==> src/rtl/fp6_pkg.sv <==
package fp6_pkg;

    localparam int MAN_W   = 4;
    localparam int EXP_W   = 2;
    localparam int WORD_W  = MAN_W + EXP_W;
    localparam int SUM_W   = MAN_W + 1;
    localparam int SHIFT_N = 1 << EXP_W;

    typedef logic [MAN_W-1:0] man_t;
    typedef logic [EXP_W-1:0] exp_t;
    typedef logic [SUM_W-1:0] sum_t;

    // Operand word: mantissa in the upper bits, exponent in the lower bits.
    typedef struct packed {
        man_t man;
        exp_t exp;
    } fp_t;

    // After the exponent comparison.
    typedef struct packed {
        logic valid;
        man_t man_a;
        man_t man_b;
        exp_t exp_b;
        exp_t shamt;
    } cmp_st_t;

    // After alignment: both mantissas share exp.
    typedef struct packed {
        logic valid;
        man_t man_a;
        man_t man_b;
        exp_t exp;
    } aln_st_t;

    // After the mantissa addition.
    typedef struct packed {
        logic valid;
        sum_t sum;
        exp_t exp;
    } add_st_t;

    // Final normalized result.
    typedef struct packed {
        logic valid;
        fp_t  res;
    } out_st_t;

    // Signed distance from lo up to hi; the caller keeps it non-negative.
    function automatic exp_t exp_gap(exp_t hi, exp_t lo);
        logic signed [EXP_W:0] d;
        d = $signed({hi[EXP_W-1], hi}) - $signed({lo[EXP_W-1], lo});
        return exp_t'(d);
    endfunction

endpackage

==> src/rtl/fp6_stage_cmp.sv <==
module fp6_stage_cmp
    import fp6_pkg::*;
(
    input  logic    clk,
    input  logic    rst,
    input  logic    valid_i,
    input  fp_t     a_i,
    input  fp_t     b_i,
    output cmp_st_t st_o
);

    cmp_st_t nxt;

    always_comb begin
        nxt.valid = valid_i;
        nxt.man_a = a_i.man;
        nxt.man_b = b_i.man;
        nxt.exp_b = b_i.exp;
        nxt.shamt = exp_gap(a_i.exp, b_i.exp);
    end

    always_ff @(posedge clk) begin
        if (rst) st_o <= '0;
        else     st_o <= nxt;
    end

endmodule

==> src/rtl/fp6_stage_align.sv <==
module fp6_stage_align
    import fp6_pkg::*;
(
    input  logic    clk,
    input  logic    rst,
    input  cmp_st_t st_i,
    output aln_st_t st_o
);

    // One wire-shifted copy of the first mantissa per possible distance.
    man_t cand [SHIFT_N];

    for (genvar k = 0; k < SHIFT_N; k++) begin : g_cand
        if (k == 0) begin : g_zero
            assign cand[k] = st_i.man_a;
        end else if (k >= MAN_W) begin : g_flush
            assign cand[k] = '0;
        end else begin : g_wire
            assign cand[k] = {st_i.man_a[MAN_W-1-k:0], {k{1'b0}}};
        end
    end

    aln_st_t nxt;

    always_comb begin
        nxt.valid = st_i.valid;
        nxt.man_a = cand[st_i.shamt];
        nxt.man_b = st_i.man_b;
        nxt.exp   = st_i.exp_b;
    end

    always_ff @(posedge clk) begin
        if (rst) st_o <= '0;
        else     st_o <= nxt;
    end

endmodule

==> src/rtl/fp6_stage_add.sv <==
module fp6_stage_add
    import fp6_pkg::*;
(
    input  logic    clk,
    input  logic    rst,
    input  aln_st_t st_i,
    output add_st_t st_o
);

    add_st_t nxt;

    always_comb begin
        nxt.valid = st_i.valid;
        nxt.sum   = {1'b0, st_i.man_a} + {1'b0, st_i.man_b};
        nxt.exp   = st_i.exp;
    end

    always_ff @(posedge clk) begin
        if (rst) st_o <= '0;
        else     st_o <= nxt;
    end

endmodule

==> src/rtl/fp6_stage_norm.sv <==
module fp6_stage_norm
    import fp6_pkg::*;
(
    input  logic    clk,
    input  logic    rst,
    input  add_st_t st_i,
    output out_st_t st_o
);

    out_st_t nxt;
    logic    carry;

    assign carry = st_i.sum[SUM_W-1];

    always_comb begin
        nxt.valid = st_i.valid;
        if (carry) begin
            nxt.res.man = st_i.sum[SUM_W-1:1];
            nxt.res.exp = st_i.exp + exp_t'(1);
        end else begin
            nxt.res.man = st_i.sum[MAN_W-1:0];
            nxt.res.exp = st_i.exp;
        end
    end

    always_ff @(posedge clk) begin
        if (rst) st_o <= '0;
        else     st_o <= nxt;
    end

endmodule

==> src/rtl/fp6_pipe_adder.sv <==
module fp6_pipe_adder
    import fp6_pkg::*;
(
    input  logic              clk,
    input  logic              rst,
    input  logic              in_valid,
    input  logic [WORD_W-1:0] in_a,
    input  logic [WORD_W-1:0] in_b,
    output logic              out_valid,
    output logic [WORD_W-1:0] out_sum
);

    cmp_st_t s_cmp;
    aln_st_t s_aln;
    add_st_t s_add;
    out_st_t s_out;

    fp6_stage_cmp u_cmp (
        .clk     (clk),
        .rst     (rst),
        .valid_i (in_valid),
        .a_i     (fp_t'(in_a)),
        .b_i     (fp_t'(in_b)),
        .st_o    (s_cmp)
    );

    fp6_stage_align u_aln (
        .clk  (clk),
        .rst  (rst),
        .st_i (s_cmp),
        .st_o (s_aln)
    );

    fp6_stage_add u_add (
        .clk  (clk),
        .rst  (rst),
        .st_i (s_aln),
        .st_o (s_add)
    );

    fp6_stage_norm u_norm (
        .clk  (clk),
        .rst  (rst),
        .st_i (s_add),
        .st_o (s_out)
    );

    assign out_valid = s_out.valid;
    assign out_sum   = s_out.res;

endmodule

==> config.mk <==
export PLATFORM = sky130hd
export DESIGN_NAME = fp6_pipe_adder
export DESIGN_NICKNAME = d
export VERILOG_FILES = /design/src/rtl/fp6_pkg.sv /design/src/rtl/fp6_stage_cmp.sv /design/src/rtl/fp6_stage_align.sv /design/src/rtl/fp6_stage_add.sv /design/src/rtl/fp6_stage_norm.sv /design/src/rtl/fp6_pipe_adder.sv
export SDC_FILE = /design/constraint.sdc
export NUM_CORES = 1
export LEC_CHECK = 0
export BUFFER_PORTS_ARGS = -buffer_cell sky130_fd_sc_hd__buf_4
export CAP_MARGIN = 40
export CORE_MARGIN = 1.5
export CORE_UTILIZATION = 46
export DETAILED_ROUTE_END_ITERATION = 8
export PLACE_DENSITY_LB_ADDON = 0.15
export SETUP_SLACK_MARGIN = 0.2
export SLEW_MARGIN = 10
export SYNTH_ARGS = -nofsm -noshare
export SYNTH_HDL_FRONTEND = slang
export SYNTH_SLANG_ARGS = --single-unit
export TNS_END_PERCENT = 20
==> constraint.sdc <==
create_clock -name clk -period 1.58 [get_ports clk]
set_clock_uncertainty 0.15 [all_clocks]
set_input_delay 0.158 -clock clk [delete_from_list [all_inputs] [get_ports clk]]
set_output_delay 0.158 -clock clk [all_outputs]
set_load 0.02 [all_outputs]
# ---- Word-level counts from Yosys, hierarchy flattened
# Index checks and enable logic that the tools add are counted.
dict set report totals {
  ff_bits 39
  out_inout_bits 7
  word_cells 24
  input_bits 15
}
dict set report classes {
  n_mux 4
  n_addsub 3
  n_lt_le_gt_ge 1
  n_bitwise 1
}
# op n
set ops {}
lappend ops {{binary-select mux 4 bit (select 2 bit)} 1}
lappend ops {{two-way mux 4 bit} 2}
lappend ops {{two-way mux 6 bit} 1}
lappend ops {{adder 4 x 4 -> 5 bit} 1}
lappend ops {{greater-or-equal comparator 3 bit, second input constant} 1}
lappend ops {{NOT 2 -> 3 bit} 1}
lappend ops {{adder 2 x 1 -> 2 bit, second input constant} 1}
lappend ops {{subtractor 2 bit} 1}

# ---- Logic depth before layout (Yosys ltp)
# Gate-level depths: netlist of the first run.
dict set report logic_depth {
  ltp_word 4
  ltp_mapped 6
  ltp_nobuf 6
}

# ---- Modules after synthesis
# Synthesis of the first run repeated with hierarchy kept, for this count alone.
dict set report unflattened {
  hier_cells 113
  hier_area_um2 1316.3
}
# module area_per_inst_um2 seq_area_each_um2 n_inst cells_per_inst
set modules_own_cells {}
lappend modules_own_cells {fp6_stage_cmp 380.4 260.2 1 30}
lappend modules_own_cells {fp6_stage_align 347.8 220.2 1 29}
lappend modules_own_cells {fp6_stage_add 342.8 160.2 1 32}
lappend modules_own_cells {fp6_stage_norm 245.2 140.1 1 22}

# ---- Worst setup path after synthesis of the first run
# Ideal clock, no wire load.
dict set report synth_path {
  path_type {reg-to-reg}
  start {register u_aln.st_o[3] (netlist bit)}
  end {register u_add.st_o[5] (netlist bit)}
  required_ns 1.309
  path_slack_ns 0.129
  path_stages_with_launch 5
  t_arrival_ns 1.180
  synth_period_minus_slack_ns 1.451
  n_path_buf 0
  setup_ns 0.121
  path_cell_list {dfxtp_1 ha_1 a21o_1 a21oi_1 mux2_2}
}
dict set report synth_via {
  elab_chain_len 1
}
# element line
set synth_rtl {}
lappend synth_rtl {{start, declared} fp6_stage_align.sv:7} ;# output aln_st_t st_o
lappend synth_rtl {{start signal, assigned} fp6_stage_align.sv:34} ;# else st_o <= nxt;
lappend synth_rtl {{adder 4 x 4 -> 5 bit} fp6_stage_add.sv:14} ;# nxt.sum = {1'b0, st_i.man_a} + {1'b0, st_i.man_b};
lappend synth_rtl {{end signal, assigned} fp6_stage_add.sv:20} ;# else st_o <= nxt;
lappend synth_rtl {{end, declared} fp6_stage_add.sv:7} ;# output add_st_t st_o
# No other way between the ends.
# A chain may end at the register's enable or synchronous reset.

# ---- Worst setup path after layout of the first run
# Same ends and word-level chain as after synthesis.

==> summary.txt, run 1 <==
Run status
  • Status: finished clean

Global route
  • Vias in the first global route: roughly 820
  • GRT Residual Overflow: 0
  • First-pass GRT wire length: 3236 um
  • Initial antenna violation count: 0
  • GRT Total Usage: between 10% and 20%
  • Largest net degree at the start of global routing: slightly above 40

Worst setup path
  • Slowest CP cell: dfxtp_2
  • CP endpoint kind: register
  • Crit-path cells: ha_4 > a21o_1 > a21oi_2 > mux2_4
  • CP max FO: 2
  • Startpoint Class: register
  • WP buf/inv: 0
  • CP Class: reg -> reg
  • Worst EP required: approximately 1700 ps
  • CP top delay family: flip-flops
  • Crit-path max cell delay: 350 ps
  • CP Data Arrival Time: ~1500 ps

Timing
  • Worst-margin pin slew: roughly 380 ps
  • Final Critical Period: between 1000 and 1500 ps
  • Crit share post-route: around nine tenths
  • F_max: around 690 MHz
  • Setup TNS: 0 ps
  • RSZ-0062 raised after global routing: true
  • Worst relative slew slack: approximately 75%
  • # setup viols final: 0
  • Final hold vios: 0
  • Pins over their slew limit: 0
  • Final worst setup slack: roughly 140 ps

Flow run
  • Max cap viols: 0

Routing
  • DR pass1 iterations: 2
  • # DRC: 0
  • Via density: about 4.6
  • DRT Wirelength: roughly 1900 um
  • Wirelength per Cell: ~10 um
  • Vias: ~830
  • Iter 0 DRT Violations: 8
  • Antenna viol nets, final: 0

Synthesis
  • Number of synthesized register bits: 39
  • Post-synthesis sequential area ratio: around three fifths
  • Unique masters post-synth: 21
  • Mapped Avg Cell Area: ~11 um2
  • Synthesized area: between 1000 and 1500 um2
  • Syn Nets: 137
  • Synthesis Warnings: 0
  • Mapped Cells: 116

Cells and area
  • Commonest cells after routing, fill and taps aside: 35 x dfxtp_1, 26 x nor2b_1, 21 x buf_4
  • Most common cell after layout, fill and taps aside: dfxtp_1
  • Layout cells sized above 1: between 20% and 30%
  • Fillers: 226
  • Final Net Count: ~170
  • Layout area overhead: 29.97%
  • Diodes inserted: 0

Clock network
  • CTS buffer count: 5
  • Worst-Skew Late Latency: ~330 ps
  • H-tree levels: 2
  • Clock tree sinks: 39
  • Root Buffer: clkbuf_4
  • Worst-path clk slew: around 100 ps
  • CTS tree: yes
  • Clock Tree Buf Depth: 2
  • Postcts setup bufs: 0

Min path
  • Worst Hold Class: in -> reg

Floorplanning
  • Starting Density: roughly 48%
  • Die Span Y: ~56 um
  • I/O pins: 22
  • Die width: about 56 um
  • Cell row count: 19
  • DIE AREA: roughly 3100 um2
  • Core area: between 2000 and 3000 um2

Power
  • Maximum vdd drop: between 0.8 and 0.9 mV
  • Final Power: ~1600 uW
  • Pwr dens: 980.4 nW/um2
  • Pleak: roughly 0.0007 uW

Place
  • Post-DP HPWL: 1117 um
  • Port bufs: 21
  • Placer congestion estimate: approximately 0.74
  • Setup WS pre-CTS: approximately 96 ps
-- worst reg2reg max path, stage by stage (launching register included) --
cell	delay (ps)
dfxtp_2	350
ha_4	220
a21o_1	160
a21oi_2	160
mux2_4	310
-- flip-flops by register name, summed over array words and instances (netlist names) --
name         count
u_cmp.st_o      13
u_aln.st_o      11
u_norm.st_o      7
u_add.st_o       8
-- path summary, 6_finish.rpt --
check                                    start              to  slack [ps]  cells past startpoint
worst max-delay path             u_aln.st_o[3]   u_add.st_o[5]         140                      4
worst min register to register  u_cmp.st_o[12]  u_aln.st_o[10]         290                      1
worst max register to register   u_aln.st_o[3]   u_add.st_o[5]         140                      4
worst min-delay path                   in_a[0]   u_cmp.st_o[0]          60                      4
-- cell families (layout without fill, tap and decap cells) --
group	count (synthesis)	in the layout	synth area share, %
AND/OR/NAND/NOR	44	44	18.82
flip-flops	39	39	60.52
buffers and inverters	10	44	3.201
AO/OA/AOI/OAI	7	7	3.588
adder cells (fa/ha/maj)	6	6	6.402
multiplexers	6	6	4.753
XOR/XNOR	4	4	2.716
-- power by group --
group	switching, uW	internal [uW]	total, uW
logic	64.3	97.8	162
registers	24.5	1030	1060
clock network	268	158	426
-- stage by stage --
step / cells / utilization [%] / hold slack, ps / instance area (um2)
global route: 181 / 61.87 / 54.56 / 1677
detailed placement: 163 / 54.02 / 223.4 / 1464
global placement: 163 / 54.02 / 216.7 / 1464
finish: 181 / 61.87 / 57.59 / 1677
CTS: 181 / 60.57 / 42.18 / 1642
floorplan: 116 / - / 136.2 / 1290
-- Yosys cell counts (all sizes together) --
| cell | count | area, um2 |
|---|---|---|
| clkbuf | 2 | 7.510 |
| mux2i | 5 | 50.05 |
| a21o | 1 | 7.510 |
| nor2 | 12 | 47.55 |
| xnor2 | 2 | 17.52 |
| nor4b | 1 | 8.760 |
| nand2 | 2 | 7.510 |
| dfxtp | 39 | 780.8 |
| xor2 | 2 | 17.52 |
| inv | 5 | 18.77 |
| mux2 | 1 | 11.26 |
| nor2b | 27 | 168.9 |
| nor3 | 2 | 10.01 |
| o22a | 1 | 8.760 |
| a211oi | 2 | 15.01 |
| ha | 5 | 62.56 |
| a21oi | 2 | 10.01 |
| o21ai | 1 | 5.000 |
| buf | 3 | 15.01 |
| fa | 1 | 20.02 |
-- layout make-up --
cell class	instances	area, um2	area share (%)
Sequential cell	39	785.8	46.87
Multi-Input combinational cell	67	514.2	30.67
Clock buffer	6	41.29	2.463
Timing Repair Buffer	33	277.8	16.57
Inverter	5	18.77	1.119
Tap cell	31	38.79	2.313
-- per-layer routing --
metal / vias up / track usage, % / wire [um]
met1: 371 / 11.71 / 702
li1: 435 / - / -
met3: 6 / 7.209 / 97
met4: 0 / 8.163 / 45
met2: 22 / 26.02 / 1005
met5: - / 0 / 0
-- timing repair --
action | 4_1_cts | 5_1_grt
hold buffers | 12 | 0
hold endpoints to repair | 13 | 0
pin swaps | 0 | 4
gates cloned | 0 | 0
endpoints found under the setup margin | 3 | 4
resized for setup | 8 | 7
(Power assumes the default switching activity.)
==> run 2: changes to the inputs <==
Settings changed: BUFFER_PORTS_ARGS -buffer_cell sky130_fd_sc_hd__buf_4 to not set, DONT_BUFFER_PORTS set to 1.
==> run 2 against run 1 <==
Against the previous run: sequential power is essentially flat; final area is 6.2% lower; non-clock buffer count is 17 lower; critical path depth unchanged; worst setup slack got worse by 8.9 ps; register-to-register slack barely moved; core utilization fell by 3.8 points; clock power increased by 18%.
==> summary.txt, run 2 (synthesis results as in run 1) <==
Run status
  • Status: finished clean

Place
  • DP Cell Count: 142 (-13%)
  • Placer congestion estimate: 0.7331 (-0.77%)
  • Post-DP HPWL: 985.8 um (-12%)
  • Port bufs: 0 (-100%)
  • Placed inst area: 1306 um2 (-11%)

Global route
  • GRT Total Usage: 14.21% (+0.15 points)
  • Vias in the first global route: 790 (-3.4%)
  • Initial antenna violation count: 0 (unchanged)
  • GRT Residual Overflow: 0 (unchanged)
  • First-pass GRT wire length: 3243 um (+0.22%)
  • Largest net degree at the start of global routing: 41 (unchanged)

Routing
  • Wirelength per Cell: 10.94 um (+7.0%)
  • # DRC: 0 (unchanged)
  • DR pass1 iterations: 4 (+2)
  • Iter 0 DRT Violations: 3 (-5)
  • DRT Wirelength: 1805 um (-2.4%)
  • Vias: 784 (-6.0%)
  • Via density: 4.752 (+3.1%)
  • Antenna viol nets, final: 0 (unchanged)

Cells and area
  • Final instance area: 1573 um2 (-6.2%)
  • Largest Register: u_cmp.st_o
  • Final core utilization: 58.03% (-3.8 points)
  • Fin cells: 165 (-8.8%)
  • Commonest cells after routing, fill and taps aside: 35 x dfxtp_1, 26 x nor2b_1, 14 x dlygate4sd3_1
  • Largest registers: u_cmp.st_o x13, u_aln.st_o x11, u_add.st_o x8
  • Diodes inserted: 0 (unchanged)
  • Final Net Count: 155 (-9.9%)
  • Max reg flops: 13 (unchanged)
  • Layout area overhead: 21.92%
  • Layout cells sized above 1: 14.93% (-11 points)
  • Most common cell after layout, fill and taps aside: dfxtp_1

Floorplanning
  • I/O pins: 22 (unchanged)
  • Starting Density: 47.60% (unchanged)
  • Die Span Y: 55.96 um (unchanged)
  • Die width: 55.96 um (unchanged)
  • Cell row count: 19 (unchanged)
  • Core area: 2710 um2 (unchanged)
  • DIE AREA: 3131 um2 (unchanged)

Worst setup path
  • Reg2reg setup slack: 130 ps (about the same)
  • CP endpoint kind: register
  • Crit-path cells: ha_4 > a21o_1 > a21oi_2 > mux2_4
  • CP Class: reg -> reg
  • CP top delay family: flip-flops
  • Worst EP required: 1670 ps (about the same)
  • Slowest CP cell: dfxtp_2
  • CP Data Arrival Time: 1540 ps (+20 ps)
  • CP max FO: 2 (unchanged)
  • WP buf/inv: 0 (unchanged)
  • Crit-path max cell delay: 350 ps (about the same)
  • Startpoint Class: register

Timing
  • F_max: 689.0 MHz (-0.61%)
  • Pins over their slew limit: 0 (unchanged)
  • Worst-margin pin slew: 288.6 ps (-89.01 ps)
  • # setup viols final: 0 (unchanged)
  • RSZ-0062 raised after global routing: true
  • Setup TNS: 0 ps (unchanged)
  • Crit share post-route: 91.86% (+0.56 points)
  • Final hold vios: 0 (unchanged)
  • Worst relative slew slack: 80.73% (+5.9 points)
  • Final Critical Period: 1451 ps (+8.917 ps)

Power
  • Pwr dens: 1077 nW/um2 (+9.9%)
  • Seq pwr share: 62.8% (-1.4 points)
  • Final Power: 1694 uW (+3.1%)
  • Psw: 378.6 uW (+6.3%)
  • Clk pwr share: 29.6% (+3.7 points)
  • Pleak: 0.0006212 uW (-11%)
  • Int Pwr: 1316 uW (+2.2%)
  • Switching share of power: 22.35% (+0.67 points)
  • Power share of the combinational group: 7.6% (-2.3 points)
  • Maximum vdd drop: 0.7626 mV (-14%)

Clock network
  • Clock Tree Buf Depth: 2 (unchanged)
  • Clock tree sinks: 39 (unchanged)
  • CTS tree: yes
  • Root Buffer: clkbuf_4
  • Worst-path clk slew: 100 ps (about the same)
  • CTS buffer count: 5 (unchanged)
  • Worst-Skew Late Latency: 330 ps (about the same)
  • H-tree levels: 2 (unchanged)

Flow run
  • Max cap viols: 0 (unchanged)

Min path
  • Worst Hold Class: reg -> reg
[run 2: cell count changes in the layout (fill, tap and decap cells not counted), sizes merged]
cell | previous run | this run
buf | 21 | 2
clkinv | 0 | 1
dlygate4sd3 | 12 | 14
[run 2: area by class of cell]
class	count	area (um2)
fillers	238	1137
flip-flops and latches	39	785.8
multi-input cells	67	505.5
repair buffers	16	167.7
clock buffers	6	51.30
well taps	31	38.79
inverters	5	18.77
clock inverters	1	5.005
[run 2: metrics by stage]
step	setup WS (ps)	hold WS (ps)
global route	73.83	313.3
floorplan	146.8	136.2
finish	128.6	292.3
CTS	123.6	294.3
global placement	123.2	78.34
detailed placement	89.32	81.01
[run 2: timing repair]
action / 4_1_cts / 5_1_grt
resized for setup: 9 / 3
pin swaps: 1 / 2
hold buffers: 15 / 0
hold endpoints to repair: 39 / 0
setup endpoints to repair: 3 / 4
buffers inserted: 0 / 1
[run 2: path summary, 6_finish.rpt]
kind | from | cells past startpoint | end
worst max-delay path | u_aln.st_o[3] | 4 | u_add.st_o[5]
worst min-delay path | u_aln.st_o[0] | 1 | u_add.st_o[0]
worst max register to register | u_aln.st_o[3] | 4 | u_add.st_o[5]
worst min register to register | u_aln.st_o[0] | 1 | u_add.st_o[0]
[run 2: per-layer routing]
metal / up-vias / part of all wire [%] / global-route usage, %
met2: 24 / 54 / 25.34
met1: 357 / 39 / 12.91
met5: - / 0 / 0
met4: 0 / 3.3 / 11.22
met3: 5 / 3.7 / 4.884
li1: 398 / - / -
[run 2: power by group through the flow]
stage | Sequential (uW) | Combinational [uW] | Clock [uW]
floorplan | 1080 | 79.5 | 0
global placement | 1080 | 72.8 | 0
detailed placement | 1080 | 74.7 | 0
CTS | 1060 | 128 | 525
global route | 1070 | 146 | 570
finish | 1060 | 129 | 501
==> run 3: changes to the inputs <==
Settings changed: CELL_PAD_IN_SITES_DETAIL_PLACEMENT set to 0, CELL_PAD_IN_SITES_GLOBAL_PLACEMENT set to 1.
Clock period 1.58 ns to 1.8 ns, I/O delays scaled along.
==> run 3 against run 2 <==
Against the previous run: register-to-register slack better by 190 ps; clock power decreased by 8.4%; power is 11% lower; critical path depth is the same; largest cell class unchanged; highest routed layer unchanged; critical endpoint is now u_cmp.st_o[0].
==> summary.txt, run 3 (synthesis results as in run 1) <==
Global route
  • Initial antenna violation count: 0 (unchanged)
  • GRT Total Usage: 12.38% (-1.8 points)
  • Vias in the first global route: 730 (-7.6%)
  • GRT Residual Overflow: 0 (unchanged)
  • Largest net degree at the start of global routing: 41 (unchanged)
  • First-pass GRT wire length: 2877 um (-11%)

Clock network
  • Worst-path clk slew: 110 ps (about the same)
  • Clock tree sinks: 39 (unchanged)
  • CTS tree: yes
  • H-tree levels: 2 (unchanged)
  • Worst-Skew Late Latency: 340 ps (about the same)
  • CTS buffer count: 5 (unchanged)
  • Root Buffer: clkbuf_4
  • Clock Tree Buf Depth: 2 (unchanged)

Worst setup path
  • CP endpoint kind: register
  • Startpoint Class: primary input
  • Worst EP required: 1940 ps (+270 ps)
  • R2R depth: 4 (unchanged)
  • CP Data Arrival Time: 1660 ps (+120 ps)
  • RR Startpoint: u_aln.st_o[7]
  • R2R Path End: u_add.st_o[5]
  • CP Class: in -> reg
  • CP max FO: 2 (unchanged)
  • Reg2reg setup slack: 320 ps (+190 ps)

Cells and area
  • Most common cell after layout, fill and taps aside: dfxtp_1
  • Final core utilization: 57.29% (-0.74 points)
  • Layout area overhead: 20.37%
  • Largest Register: u_cmp.st_o
  • Diodes inserted: 0 (unchanged)
  • Commonest cells after routing, fill and taps aside: 39 x dfxtp_1, 26 x nor2b_1, 15 x dlygate4sd3_1
  • Final Net Count: 156 (+0.65%)
  • Largest registers: u_cmp.st_o x13, u_aln.st_o x11, u_add.st_o x8
  • Layout cells sized above 1: 9.559% (-5.4 points)
  • Max reg flops: 13 (unchanged)

Floorplanning
  • Die width: 55.96 um (unchanged)
  • Starting Density: 47.60% (unchanged)
  • Die Span Y: 55.96 um (unchanged)
  • I/O pins: 22 (unchanged)
  • Cell row count: 19 (unchanged)
  • Core area: 2710 um2 (unchanged)
  • DIE AREA: 3131 um2 (unchanged)

Min path
  • Hold path startpoint: in_a[0]
  • Hold Path Depth: 5 (+4)
  • Worst Hold End: u_cmp.st_o[1]
  • Worst Hold Class: in -> reg

Place
  • Placer congestion estimate: 0.7506 (+2.4%)
  • Port bufs: 0 (unchanged)
  • Post-DP HPWL: 953.4 um (-3.3%)

Timing
  • RSZ-0062 raised after global routing: false
  • # setup viols final: 0 (unchanged)
  • Setup TNS: 0 ps (unchanged)
  • Final Critical Period: between 1500 and 2000 ps
  • Final hold vios: 0 (unchanged)
  • Worst relative slew slack: 82.76% (+2.0 points)
  • Pins over their slew limit: 0 (unchanged)
  • Crit share post-route: 84.44%
  • Worst-margin pin slew: 255.0 ps (-33.59 ps)
  • F_max: around 660 MHz

Flow run
  • Max cap viols: 0 (unchanged)

Power
  • Maximum vdd drop: 0.7345 mV (-3.7%)
  • Pwr dens: 966.1 nW/um2 (-10%)
  • Pleak: 0.0006264 uW (+0.83%)

Routing
  • # DRC: 0 (unchanged)
  • DRT Wirelength: 1597 um (-12%)
  • DR pass1 iterations: 4 (unchanged)
  • Antenna viol nets, final: 0 (unchanged)
  • Wirelength per Cell: 9.563 um (-13%)
  • Iter 0 DRT Violations: 4 (+1)
  • Via density: 4.766 (+0.31%)
  • Vias: 796 (+1.5%)

Run status
  • Status: finished clean
-- run 3: cell count changes in the layout (fill, tap and decap cells not counted), moves of 2 or more --
cell and delta:
dfxtp_1 +4, dfxtp_2 -4, ha_1 +2, ha_4 -2
-- run 3: through the flow --
stage | hold slack (ps) | setup slack (ps) | instance area, um2 | instances | power (uW)
2_1_floorplan | 158.2 | 349.5 | 1290 | 116 | 1016
3_3_place_gp | 101.5 | 326.6 | 1306 | 142 | 1014
3_5_place_dp | 103.3 | 303.9 | 1306 | 142 | 1017
4_1_cts | 140.2 | 285.0 | 1540 | 166 | 1524
5_1_grt | 175.0 | 217.5 | 1553 | 167 | 1591
6_report | 150.0 | 280.0 | 1553 | 167 | 1500
-- run 3: layout make-up --
| cell class | count | area (um2) |
|---|---|---|
| inverters | 5 | 18.77 |
| flip-flops and latches | 39 | 780.7 |
| multi-input cells | 67 | 473.0 |
| well taps | 31 | 38.79 |
| repair buffers | 17 | 177.7 |
| clock inverters | 1 | 8.758 |
| clock buffers | 7 | 55.05 |
| fillers | 249 | 1157 |
-- run 3: power by group --
group	leakage, uW	switching, uW	internal [uW]	total [uW]
registers	0.000321	25.7	905	931
logic	0.000270	43.2	67.6	111
clock network	0.0000355	265	194	459
total	0.000626	334	1170	1500
-- run 3: worst max path at each step --
stage          slack [ps]       endpoint           from  cells past startpoint
2_1_floorplan         350  u_add.st_o[5]  u_aln.st_o[3]                      4
3_3_place_gp          330  u_add.st_o[5]  u_aln.st_o[3]                      4
3_5_place_dp          300  u_add.st_o[6]  u_aln.st_o[2]                      6
4_1_cts               290  u_add.st_o[6]  u_aln.st_o[2]                      6
5_1_grt               220  u_cmp.st_o[0]        in_b[0]                      4
6_report              280  u_cmp.st_o[0]        in_b[0]                      4
-- run 3: critical path, cell delays in order --
cell           delay [ps]
dlygate4sd3_1         550
ha_1                  270
dlygate4sd3_1         560
nor2_1                 90
-- run 3: metal layers --
layer  track usage (%)  routed length (um)  up-vias
met5                 0                   0        -
met4             8.163                  42        0
met3             6.279                 117        4
met2             19.73                 781       25
met1             12.74                 657      361
li1                  -                   -      406
-- run 3: repair_timing --
action	4_1_cts	5_1_grt
gates resized for setup	0	2
endpoints found under the setup margin	0	1
setup buffers	0	1
hold buffers	16	0
endpoints found under the hold margin	39	0
